===== config.mk =====
export PLATFORM = sky130hd
export DESIGN_NAME = perf_qual_counter
export DESIGN_NICKNAME = d
export VERILOG_FILES = /design/src/rtl/pqc_pkg.sv /design/src/rtl/pqc_cfg_reg.sv /design/src/rtl/pqc_qualifier.sv /design/src/rtl/pqc_accum.sv /design/src/rtl/perf_qual_counter.sv
export SDC_FILE = /design/constraint.sdc
export NUM_CORES = 1
export LEC_CHECK = 0
export BUFFER_PORTS_ARGS = -buffer_cell sky130_fd_sc_hd__clkbuf_2
export CORE_ASPECT_RATIO = 1.4
export CORE_MARGIN = 2
export CORE_UTILIZATION = 58
export CTS_BUF_LIST = sky130_fd_sc_hd__clkbuf_4
export CTS_CLUSTER_DIAMETER = 30
export CTS_CLUSTER_SIZE = 8
export DETAILED_ROUTE_END_ITERATION = 6
export GPL_ROUTABILITY_DRIVEN = 1
export GPL_TIMING_DRIVEN = 0
export HOLD_SLACK_MARGIN = 0.03
export PLACE_DENSITY = 0.86
export SKIP_CTS_REPAIR_TIMING = 1
export SYNTH_ARGS = -nofsm -noshare
export SYNTH_HDL_FRONTEND = slang
export SYNTH_HIERARCHICAL = 1
export SYNTH_SLANG_ARGS = --single-unit

===== constraint.sdc =====
create_clock -name clk -period 5.2 [get_ports clk]
set_clock_uncertainty 0.1 [all_clocks]
set_input_delay 0.26 -clock clk [delete_from_list [all_inputs] [get_ports clk]]
set_output_delay 0.26 -clock clk [all_outputs]
set_load 0.02 [all_outputs]

===== src/rtl/pqc_pkg.sv =====
package pqc_pkg;
  localparam int unsigned THR_W = 8;

  typedef struct packed {
    logic             usr_en;
    logic             krn_en;
    logic             inv;
    logic             edge_det;
    logic [THR_W-1:0] thr;
  } pqc_cfg_t;
endpackage


===== src/rtl/pqc_cfg_reg.sv =====
module pqc_cfg_reg
  import pqc_pkg::*;
(
  input  logic     clk,
  input  logic     rst,
  input  logic     we,
  input  pqc_cfg_t cfg_in,
  output pqc_cfg_t cfg_q
);
  always_ff @(posedge clk) begin
    if (rst)     cfg_q <= '0;
    else if (we) cfg_q <= cfg_in;
  end
endmodule


===== src/rtl/pqc_qualifier.sv =====
module pqc_qualifier
  import pqc_pkg::*;
#(
  parameter int unsigned INC_W = 4,
  parameter int unsigned PL_W  = 2
) (
  input  logic             clk,
  input  logic             rst,
  input  logic             clr,
  input  pqc_cfg_t         cfg,
  input  logic [INC_W-1:0] evt,
  input  logic [PL_W-1:0]  priv,
  input  logic             en,
  output logic [INC_W-1:0] inc_amt
);
  localparam int unsigned CMP_W = (INC_W > THR_W) ? INC_W : THR_W;

  logic thr_zero, hit, cond, prev_q, rise, priv_ok, gate;

  always_comb begin
    thr_zero = (cfg.thr == '0);
    hit      = thr_zero ? (evt != '0)
                        : (CMP_W'(evt) >= CMP_W'(cfg.thr));
    cond     = hit ^ cfg.inv;
    rise     = cond & ~prev_q;
    priv_ok  = (priv == '0) ? cfg.krn_en : cfg.usr_en;
    gate     = en & priv_ok & ~clr;
    if (!gate)                          inc_amt = '0;
    else if (cfg.edge_det)              inc_amt = thr_zero ? '0 : INC_W'(rise);
    else if (thr_zero && !cfg.inv)      inc_amt = evt;
    else                                inc_amt = INC_W'(cond);
  end

  always_ff @(posedge clk) begin
    if (rst || clr) prev_q <= 1'b0;
    else            prev_q <= cond;
  end

  // illegal edge configuration never contributes
  assert_illegal_edge_R6: assert property (@(posedge clk) disable iff (rst)
    (cfg.edge_det && cfg.thr == '0) |-> (inc_amt == '0));

  // thresholded modes contribute at most one per cycle
  assert_unit_step_R3: assert property (@(posedge clk) disable iff (rst)
    (cfg.thr != '0) |-> (inc_amt <= INC_W'(1)));

  // gated-off cycles contribute nothing
  assert_gate_R1: assert property (@(posedge clk) disable iff (rst)
    (!en) |-> (inc_amt == '0));
endmodule


===== src/rtl/pqc_accum.sv =====
module pqc_accum #(
  parameter int unsigned CNT_W = 48,
  parameter int unsigned INC_W = 4
) (
  input  logic             clk,
  input  logic             rst,
  input  logic             clr,
  input  logic [INC_W-1:0] inc_amt,
  output logic [CNT_W-1:0] cnt_q,
  output logic             ovf_q
);
  logic [CNT_W:0] sum;
  logic           past_vld;

  always_comb sum = {1'b0, cnt_q} + (CNT_W+1)'(inc_amt);

  always_ff @(posedge clk) begin
    if (rst) begin
      cnt_q    <= '0;
      ovf_q    <= 1'b0;
      past_vld <= 1'b0;
    end else begin
      past_vld <= 1'b1;
      cnt_q    <= sum[CNT_W-1:0];
      if (clr)         ovf_q <= 1'b0;
      else if (sum[CNT_W]) ovf_q <= 1'b1;
    end
  end

  // sticky flag only drops after a configuration write
  assert_ovf_sticky_R8: assert property (@(posedge clk) disable iff (rst)
    (past_vld && $fell(ovf_q)) |-> $past(clr));

  // a step never exceeds the largest per-cycle increment
  assert_bounded_step_R7: assert property (@(posedge clk) disable iff (rst)
    past_vld |-> ((cnt_q - $past(cnt_q)) <= CNT_W'((1 << INC_W) - 1)));
endmodule


===== src/rtl/perf_qual_counter.sv =====
module perf_qual_counter
  import pqc_pkg::*;
#(
  parameter int unsigned CNT_W = 48,
  parameter int unsigned INC_W = 4,
  parameter int unsigned PL_W  = 2
) (
  input  logic             clk,
  input  logic             rst,
  input  logic             cfg_we,
  input  logic             cfg_usr_en,
  input  logic             cfg_krn_en,
  input  logic             cfg_inv,
  input  logic             cfg_edge,
  input  logic [7:0]       cfg_thr,
  input  logic             count_en,
  input  logic [INC_W-1:0] evt_inc,
  input  logic [PL_W-1:0]  priv_lvl,
  output logic [CNT_W-1:0] cnt_val,
  output logic             ovf
);
  pqc_cfg_t         cfg_in, cfg_q;
  logic [INC_W-1:0] inc_amt;
  logic             past_vld;

  always_comb begin
    cfg_in.usr_en   = cfg_usr_en;
    cfg_in.krn_en   = cfg_krn_en;
    cfg_in.inv      = cfg_inv;
    cfg_in.edge_det = cfg_edge;
    cfg_in.thr      = cfg_thr;
  end

  pqc_cfg_reg u_cfg (
    .clk(clk), .rst(rst), .we(cfg_we), .cfg_in(cfg_in), .cfg_q(cfg_q)
  );

  pqc_qualifier #(.INC_W(INC_W), .PL_W(PL_W)) u_qual (
    .clk(clk), .rst(rst), .clr(cfg_we), .cfg(cfg_q), .evt(evt_inc),
    .priv(priv_lvl), .en(count_en), .inc_amt(inc_amt)
  );

  pqc_accum #(.CNT_W(CNT_W), .INC_W(INC_W)) u_acc (
    .clk(clk), .rst(rst), .clr(cfg_we), .inc_amt(inc_amt),
    .cnt_q(cnt_val), .ovf_q(ovf)
  );

  always_ff @(posedge clk) begin
    if (rst) past_vld <= 1'b0;
    else     past_vld <= 1'b1;
  end

  // disabled cycle leaves the counter unchanged
  assert_hold_disabled_R1: assert property (@(posedge clk) disable iff (rst)
    (past_vld && $past(!count_en)) |-> $stable(cnt_val));

  // write cycle leaves the counter unchanged and clears the flag
  assert_write_hold_R8: assert property (@(posedge clk) disable iff (rst)
    (past_vld && $past(cfg_we)) |-> ($stable(cnt_val) && !ovf));
endmodule


Word-level counts from Yosys, hierarchy flattened

Cells that the tools add are included.

Output and inout bits: 49
Logic and storage cells: 29
Latch bits: 0
Memories: 0
RAM bits: 0
Input bits: 22
Memory bits (read-only): 0
Bits in registers: 62

Shifts and indexed selects: 0
Multiply operators: 0
Magnitude comparators: 1
Equal/unequal tests: 0
Divide/modulo/power cells: 0
Add/subtract/negate cells: 1
Bitwise logic cells: 6
Multiplexer cells: 6
Reductions and logical operators: 7

Operator list:

| operator          | count |
|---|---|
| $add 48x4->49     | 1 |
| $mux 4            | 3 |
| $ge 4x8->1        | 1 |
| $logic_not 8->1   | 1 |
| $reduce_bool 4->1 | 1 |
| $and 1x1->1       | 3 |
| $mux 1            | 3 |
| $logic_not 2->1   | 1 |
| $not 1->1         | 2 |
| $reduce_or 2->1   | 1 |
| $logic_and 1x1->1 | 1 |
| $logic_not 1->1   | 1 |
| $logic_or 1x1->1  | 1 |
| $xor 1x1->1       | 1 |

Logic depth before layout (Yosys ltp)

Gate-level depths: netlist of the first run.

Depth in word-level cells: 8
Mapped depth: 15
Mapped depth without buffers: 14

Hierarchy

The synthesis of the first run kept the hierarchy.

Modules (own cells, without submodules):

| module        | area an instance (um^2) | cells an instance | times used | seq. area each (um^2) |
|---|---|---|---|---|
| pqc_accum     | 2372.3                  | 269               | 1          | 980.9 |
| pqc_cfg_reg   | 420.4                   | 38                | 1          | 240.2 |
| pqc_qualifier | 306.5                   | 42                | 1          | 20.0 |

Worst setup path after synthesis of the first run

No wires, ideal clock.

Path kind: register to register
From: register u_cfg/cfg_q[2] (netlist name)
To: register u_acc.cnt_q[38]
Data arrival time: 3149 ps
Cell stages (with the launch flop): 16
Path slack: 1881 ps
Buffers on the path: 1
Data required time: 5029 ps
Setup time: 71 ps
Clock period less this slack: 3319 ps
Cell sequence: dfxtp_1 -> inv_1 -> ha_1 -> and3_1 -> o21ai_0 -> o21ai_0 -> mux2_2 -> o221a_1 -> ha_1 -> fa_1 -> a211oi_1 -> nor2_1 -> buf_2 -> nand4_1 -> or4_1 -> a21oi_1

Longest elaborated chain between the ends: 8
Elaborated cells between the ends (all ways): 11
Classes of those cells: 1 x add/sub; 1 x order compare; 5 x mux; 2 x bitwise; 2 x reduce/logical

RTL lines:

| what                                          | RTL line                                 | source |
|---|---|---|
| $ge 4x8->1 or $logic_not 8->1 (tied branches) | pqc_qualifier.sv:23, pqc_qualifier.sv:21 |  |
| $mux 1                                        | pqc_qualifier.sv:22                      | `hit = thr_zero ? (evt != '0)` |
| $xor 1x1->1                                   | pqc_qualifier.sv:24                      | `cond = hit ^ cfg.inv;` |
| $and 1x1->1                                   | pqc_qualifier.sv:25                      | `rise = cond & ~prev_q;` |
| $mux 1                                        | pqc_qualifier.sv:29                      | `else if (cfg.edge_det) inc_amt = thr_zero ? '0 : INC_W'(rise);` |
| $mux 4 (*)                                    | pqc_qualifier.sv:29                      |  |
| $mux 4 (*)                                    | pqc_qualifier.sv:28                      | `if (!gate) inc_amt = '0;` |
| via inc_amt[0]                                | perf_qual_counter.sv:23                  | `logic [INC_W-1:0] inc_amt;` |
| $add 48x4->49 (*)                             | pqc_accum.sv:15                          | `always_comb sum = {1'b0, cnt_q} + (CNT_W+1)'(inc_amt);` |
| to (signal assigned)                          | pqc_accum.sv:24                          | `cnt_q <= sum[CNT_W-1:0];` |
| to (decl)                                     | pqc_accum.sv:9                           | `output logic [CNT_W-1:0] cnt_q,` |

The timed path passes the listed nets; every way through them passes the cells marked *.
A chain may end at the register's enable or synchronous reset.

Worst setup path in the final report of the first run

From: register u_cfg/cfg_q[2] (netlist name)
To: register u_acc.cnt_q[38]

Longest elaborated chain between the ends: 8
Elaborated cells between the ends (all ways): 11
Classes of those cells: 1 x add/sub; 1 x order compare; 5 x mux; 2 x bitwise; 2 x reduce/logical

RTL lines:

| what                                          | RTL line |
|---|---|
| $ge 4x8->1 or $logic_not 8->1 (tied branches) | pqc_qualifier.sv:23, pqc_qualifier.sv:21 |
| $mux 1                                        | pqc_qualifier.sv:22 |
| $xor 1x1->1                                   | pqc_qualifier.sv:24 |
| $and 1x1->1                                   | pqc_qualifier.sv:25 |
| $mux 1                                        | pqc_qualifier.sv:29 |
| $mux 4 (*)                                    | pqc_qualifier.sv:29 |
| $mux 4 (*)                                    | pqc_qualifier.sv:28 |
| via inc_amt[0]                                | perf_qual_counter.sv:23 |
| $add 48x4->49 (*)                             | pqc_accum.sv:15 |

Marked as above.

==> results.sh, run 1 <==
export IMPL_status="completed"
export IMPL_cp_start_kind="flip-flop"
export IMPL_rr_startpoint="u_cfg/cfg_q[2]$_SDFFE_PP0P_"
export IMPL_layout_cells_non_filler=507
export IMPL_grt_total_usage_pct=26.1
export IMPL_hp_class="in2reg"
export IMPL_vdd_ir_drop_max_mv=0.164
export IMPL_synth_top_family_by_area="simple AND/OR/NAND/NOR gates"
export IMPL_drc=0
export IMPL_swShare_pct=24.5
export IMPL_synth_xor_area_share_pct=6.22
export IMPL_grt_max_degree=11
export IMPL_grtUsageMet2_pct=47.0
export IMPL_met3_usage_pct=4.24
export IMPL_fin_ws_ns=1.36
export IMPL_synth_main_ff_cell="dfxtp_1"
export IMPL_num_io_pins=71
export IMPL_cts_buffers=9
export IMPL_dr_pass1_iters=4
export IMPL_p_sw_mw=0.196
export IMPL_muxShareOfSynthArea_pct=5.29
export IMPL_critPathRequiredTime_ns=5.44
export IMPL_critPathKind="reg2reg"
export IMPL_portBuffers=70
export IMPL_pwr_share_comb_pct=7.5
export IMPL_synth_avg_cell_area_um2=8.88
export IMPL_start_util_pct=60.1
export IMPL_synthSimpleGateAreaFrac_pct=29.7
export IMPL_die_x_um=65.8
export IMPL_wl_per_cell_um=14.9
export IMPL_dp_slack_ns=1.41
export IMPL_syn2layout_area_growth_pct=19.3
export IMPL_grt_antenna_before_repair=1
export IMPL_drt_iter0_drc=119
export IMPL_relSlewSlack_pct=55.8
export IMPL_synth_warnings=6
export IMPL_vias=2898
export IMPL_synth_edf_count=0
export IMPL_r2r_cells=15
export IMPL_synth_seq_cells=62
export IMPL_viasPerCell=5.72
export IMPL_clk_latency_ns=0.40
export IMPL_rows=31
export IMPL_slew_violations=0
export IMPL_fp_dieArea_um2=5950
export IMPL_p_per_area_nw_per_um2=216
export IMPL_ys_types=44
export IMPL_cp_startpoint="u_cfg/cfg_q[2]$_SDFFE_PP0P_"
export IMPL_clock_sinks=62
export IMPL_period_share_pct=73.9
export IMPL_setup_viol=0
export IMPL_dp_hpwl_um=5520
export IMPL_intPower_mw=0.602
export IMPL_maxCapViolCount=0
export IMPL_crit_path_max_fanout=10
export IMPL_crit_path_end="u_acc/cnt_q[38]$_SDFF_PP0_"
export IMPL_synth_seq_area_share_pct=40.0
export IMPL_synth_nets=380
export IMPL_hold_viol=0
export IMPL_htreeDepth=3
export IMPL_ant_nets=0
export IMPL_fin_nets=468
export IMPL_cts_tree="yes"
export IMPL_synthArstFlopShare_pct=0
export IMPL_place_congestion=0.795
export IMPL_overflow=0
export IMPL_reg2reg_slack_ns=1.36
export IMPL_placedCellCount=485
export IMPL_syn_area_um2=3100
export IMPL_tns_ns=0
export IMPL_nFillCells=406
export IMPL_clk_pin_slew_worst_paths_ns=0.10
export IMPL_die_h_um=90.5
export IMPL_busiest_layer="met2"
export IMPL_drt_wl_total_um=7540
export IMPL_synth_compound_area_share_pct=11.5
export IMPL_rsz0062_at_grt="false"
export IMPL_synth_adder_area_share_pct=3.88
export IMPL_clockBufferDepth=2
export IMPL_r2r_end="u_acc/cnt_q[38]$_SDFF_PP0_"
export IMPL_clock_root_buffer="clkbuf_4"
export IMPL_syn_inst=349
export IMPL_end_kind="flip-flop"
export IMPL_core_area_um2=5160
export IMPL_clockPowerShare_pct=31.5
export IMPL_grt_pass1_vias=2739
export IMPL_grt_util_met1_pct=28.5
export IMPL_drive_gt1_share_pct=23.0
export IMPL_max_freq_mhz=260
export IMPL_worst_pin_slew_ns=0.657
export IMPL_cp_arrival_ns=4.08
export IMPL_p_leak_nw=1.56
export IMPL_grt_pass1_wl_um=12200
export IMPL_pwr_share_seq_pct=60.9
export IMPL_post_route_min_period_ns=3.84
==> critical path, stage by stage (launching register included) <==
cell	delay (ns)
dfxtp_1	0.38
inv_1	0.06
ha_1	0.30
and3_1	0.19
o21ai_0	0.13
o21ai_0	0.14
mux2_2	0.25
o221a_1	0.19
ha_1	0.19
fa_1	0.23
a211oi_1	0.09
nor2_1	0.31
buf_2	0.30
nand4_1	0.26
or4_1	0.53
a21oi_1	0.14
==> cells by family (layout without fill, tap and decap cells) <==
kind of cell             Yosys count  after routing
multiplexers                      16             16
buffers and inverters             24            115
XOR/XNOR                          22             22
AND/OR/NAND/NOR                  155            155
other                              0              1
AO/OA/AOI/OAI                     61             61
adder cells (fa/ha/maj)            9              9
flip-flops                        62             62
==> worst min path at each step <==
stage / start / end / slack, ns / depth (start not counted)
floorplan: rst / u_cfg/cfg_q[5]$_SDFFE_PP0P_ / 0.23 / 1
CTS: cfg_thr[2] / u_cfg/cfg_q[2]$_SDFFE_PP0P_ / -0.01 / 3
finish: cfg_thr[7] / u_cfg/cfg_q[7]$_SDFFE_PP0P_ / 0.004 / 3
global route: cfg_thr[7] / u_cfg/cfg_q[7]$_SDFFE_PP0P_ / 0.04 / 3
detailed placement: u_cfg/cfg_q[11]$_SDFFE_PP0P_ / u_cfg/cfg_q[11]$_SDFFE_PP0P_ / 0.39 / 2
global placement: u_acc/ovf_q$_SDFFE_PP0P_ / u_acc/ovf_q$_SDFFE_PP0P_ / 0.36 / 1
==> synthesized netlist by cell type, types with 2 or more instances <==
master | n | area (um^2)
nor4_1 | 5 | 31.3
dfxtp_1 | 62 | 1240
a21oi_1 | 27 | 135
mux2i_1 | 13 | 130
nor4_4 | 2 | 42.5
and3_1 | 7 | 43.8
or4_1 | 11 | 82.6
or3_1 | 12 | 75.1
nor4_2 | 2 | 25.0
nand2_1 | 20 | 75.1
nor3_1 | 3 | 15.0
xnor2_1 | 4 | 35.0
nor2b_1 | 5 | 31.3
and2_1 | 4 | 25.0
o21ai_0 | 14 | 70.1
xor2_1 | 18 | 158
nand4_1 | 10 | 62.6
ha_1 | 8 | 100
clkbuf_1 | 9 | 33.8
and4_1 | 3 | 26.3
a211oi_1 | 2 | 15.0
o31ai_1 | 11 | 82.6
mux2_2 | 3 | 33.8
nand3_1 | 19 | 95.1
nor2_1 | 42 | 158
inv_1 | 10 | 37.5
buf_2 | 4 | 20.0
nand4_2 | 3 | 37.5
==> per-layer routing <==
metal	up-vias	share of wire (%)
met4	0	2.0
li1	1441	-
met2	73	54
met3	12	4.6
met5	-	0
met1	1372	40
==> area by class of cell <==
| cell class | count | area [um^2] | share of cell area, % |
|---|---|---|---|
| flip-flops and latches | 62 | 1240 | 33.6 |
| well taps | 66 | 82.6 | 2.23 |
| multi-input cells | 263 | 1760 | 47.5 |
| inverters | 10 | 37.5 | 1.02 |
| clock buffers | 10 | 75.1 | 2.03 |
| plain buffers | 14 | 65.1 | 1.76 |
| repair buffers | 77 | 420 | 11.4 |
| clock inverters | 4 | 16.3 | 0.440 |
| diodes | 1 | 2.50 | 0.0677 |
==> metrics by stage <==
stage	hold WS [ns]	cell area [um^2]	util, %	power [mW]
3_5_place_dp	0.386	3530	68.5	0.553
3_3_place_gp	0.359	3530	68.5	0.550
6_report	0.00411	3700	71.6	0.798
4_1_cts	-0.0145	3620	70.2	0.800
5_1_grt	0.0379	3700	71.6	0.836
2_1_floorplan	0.232	3100	-	0.532
==> power groups by stage <==
stage	sequential, mW	combinational, mW	clock (mW)
2_1_floorplan	0.496	0.0357	0
3_3_place_gp	0.497	0.0530	0
3_5_place_dp	0.497	0.0556	0
4_1_cts	0.486	0.0560	0.258
5_1_grt	0.487	0.0667	0.282
6_report	0.486	0.0602	0.252
==> placed cells by master, fill, tap and decap left out, types with 11 or more instances in the layout <==
master and count:
clkbuf_2 70, dfxtp_1 62, nor2_1 42, a21oi_1 27, nand2_1 20, nand3_1 19, xor2_1 18, o21ai_0 14
mux2i_1 13, or3_1 12, o31ai_1 11, or4_1 11
==> sequential cells by signal (all words and copies together), names as in the netlist <==
name / flops
u_acc/ovf_q: 1
u_cfg/cfg_q: 12
u_qual/prev_q: 1
u_acc/cnt_q: 48
(Power assumes the default switching activity.)
==> run 2: changes to the inputs <==
--- a/config.mk
+++ b/config.mk
@@ -8,7 +8,7 @@
 export BUFFER_PORTS_ARGS = -buffer_cell sky130_fd_sc_hd__clkbuf_2
 export CORE_ASPECT_RATIO = 1.4
 export CORE_MARGIN = 2
-export CORE_UTILIZATION = 58
+export CORE_UTILIZATION = 56
 export CTS_BUF_LIST = sky130_fd_sc_hd__clkbuf_4
 export CTS_CLUSTER_DIAMETER = 30
 export CTS_CLUSTER_SIZE = 8
@@ -16,7 +16,7 @@
 export GPL_ROUTABILITY_DRIVEN = 1
 export GPL_TIMING_DRIVEN = 0
 export HOLD_SLACK_MARGIN = 0.03
-export PLACE_DENSITY = 0.86
+export PLACE_DENSITY = 0.83
 export SKIP_CTS_REPAIR_TIMING = 1
 export SYNTH_ARGS = -nofsm -noshare
 export SYNTH_HDL_FRONTEND = slang
==> constraint.sdc (replaced) <==
create_clock -name clk -period 4 [get_ports clk]
set_clock_uncertainty 0.1 [all_clocks]
set_input_delay 0.2 -clock clk [delete_from_list [all_inputs] [get_ports clk]]
set_output_delay 0.2 -clock clk [all_outputs]
set_load 0.02 [all_outputs]
==> run 2 against run 1 <==
  * Count of clock-buffer cells in the layout down 1
  * Critical path depth stayed put
  * Worst setup slack got worse by 1.1 ns
  * First-iteration DRC count is 15% lower
  * Worst hold slack better by 0.085 ns
  * Sequential share of layout area shrank 0.72 points
  * Register-to-register slack worse by 1.1 ns
  * Largest cell class unchanged
==> results.sh, run 2 (synthesis gave the netlist of run 1 again) <==
export IMPL_p_leak_nw=1.60
export IMPL_clk_pin_slew_worst_paths_ns=0.11
export IMPL_slew_violations=0
export IMPL_reg_top3="u_acc/cnt_q: 48 flops, u_cfg/cfg_q: 12 flops"
export IMPL_hold_viol=0
export IMPL_critPathRequiredTime_ns=4.18
export IMPL_ant_nets=0
export IMPL_rows=32
export IMPL_nFillCells=455
export IMPL_top_register="u_acc/cnt_q"
export IMPL_clockBufferDepth=2
export IMPL_cp_arrival_ns=3.92
export IMPL_fin_ws_ns=0.252
export IMPL_largest_register_ffs=48
export IMPL_worst_pin_slew_ns=0.639
export IMPL_dp_hpwl_um=5140
export IMPL_vias=2884
export IMPL_clock_root_buffer="clkbuf_4"
export IMPL_status="completed"
export IMPL_num_io_pins=71
export IMPL_drive_gt1_share_pct=23.2
export IMPL_post_route_min_period_ns=3.75
export IMPL_wl_per_cell_um=13.9
export IMPL_end_kind="flip-flop"
export IMPL_maxCapViolCount=0
export IMPL_die_x_um=66.9
export IMPL_reg2reg_slack_ns=0.25
export IMPL_core_area_um2=5450
export IMPL_dp_slack_ns=0.208
export IMPL_cts_buffers=9
export IMPL_grt_max_degree=11
export IMPL_cp_start_kind="flip-flop"
export IMPL_period_share_pct=93.7
export IMPL_relSlewSlack_pct=57.0
export IMPL_max_freq_mhz=267
export IMPL_place_congestion=0.812
export IMPL_overflow=0
export IMPL_drt_iter0_drc=101
export IMPL_clock_sinks=62
export IMPL_drt_wl_total_um=7170
export IMPL_htreeDepth=3
export IMPL_vdd_ir_drop_max_mv=0.205
export IMPL_fp_dieArea_um2=6150
export IMPL_cts_tree="yes"
export IMPL_crit_path_max_fanout=10
export IMPL_die_h_um=92.0
export IMPL_setup_viol=0
export IMPL_diodes=0
export IMPL_grt_pass1_wl_um=11300
export IMPL_dr_pass1_iters=4
export IMPL_drc=0
export IMPL_clk_latency_ns=0.40
export IMPL_final_common_cell="clkbuf_2"
export IMPL_layout_common_cells="clkbuf_2, dfxtp_1, nor2_1"
export IMPL_p_per_area_nw_per_um2=280
export IMPL_hp_class="in2reg"
export IMPL_grt_total_usage_pct=23.6
export IMPL_start_util_pct=56.9
export IMPL_rsz0062_at_grt="false"
export IMPL_viasPerCell=5.59
export IMPL_grt_pass1_vias=2628
export IMPL_tns_ns=0
export IMPL_fin_nets=475
export IMPL_syn2layout_area_growth_pct=21.9
export IMPL_grt_antenna_before_repair=0
export IMPL_critPathKind="reg2reg"
export IMPL_portBuffers=70
[run 2: stage by stage]
stage / total power [mW] / utilization, % / cells / hold WS [ns] / instance area (um^2)
final: 1.06 / 69.4 / 516 / 0.0895 / 3780
after floorplan: 0.692 / - / 349 / 0.172 / 3100
after global placement: 0.715 / 64.9 / 487 / 0.336 / 3530
after detailed placement: 0.719 / 64.9 / 487 / 0.347 / 3530
after CTS: 1.06 / 66.7 / 502 / -0.0871 / 3630
after global routing: 1.10 / 69.4 / 516 / 0.134 / 3780
[run 2: layout make-up]
type	instances	area (um^2)	share of cell area [%]
inverter	10	37.5	0.994
tap	68	85.1	2.25
clock buffer	9	67.6	1.79
sequential	62	1240	32.9
timing repair buffer	84	490	13.0
clock inverter	6	30.0	0.795
buffer	14	67.6	1.79
multi-input combinational	263	1760	46.5
[run 2: power by group]
group          internal (mW)  total, mW  switching (mW)
logic                 0.0414     0.0838          0.0424
clock network          0.117      0.340           0.224
registers              0.625      0.632         0.00694
[run 2: critical path, cell delays in order, from the launching register on]
cell and delay (ns):
dfxtp_1 0.38, inv_1 0.06, ha_1 0.29, nor2b_1 0.14, nor3_1 0.05, o21ai_0 0.31, mux2_2 0.38, o221a_1 0.24
ha_1 0.23, fa_1 0.43, a211oi_1 0.30, nor2_2 0.12, clkbuf_4 0.20, nand4_1 0.19, or3_1 0.15, a21oi_1 0.06
[run 2: per-layer routing]
metal / vias to the layer above / routed length [um] / global-route usage, % / share of wire (%)
li1: 1465 / - / - / -
met1: 1333 / 3020 / 26.6 / 42
met2: 78 / 3640 / 41.3 / 51
met3: 8 / 404 / 4.17 / 5.6
met4: 0 / 106 / 11.9 / 1.5
met5: - / 0 / 0 / 0
[run 2: path summary, 6_finish.rpt]
| kind | depth (start not counted) | startpoint | endpoint |
|---|---|---|---|
| hold reg to reg | 1 | u_acc/ovf_q$_SDFFE_PP0P_ | u_acc/ovf_q$_SDFFE_PP0P_ |
| setup reg to reg | 15 | u_cfg/cfg_q[1]$_SDFFE_PP0P_ | u_acc/cnt_q[32]$_SDFF_PP0_ |
| setup / recovery | 15 | u_cfg/cfg_q[1]$_SDFFE_PP0P_ | u_acc/cnt_q[32]$_SDFF_PP0_ |
| hold / removal | 4 | rst | u_qual/prev_q$_SDFF_PP0_ |
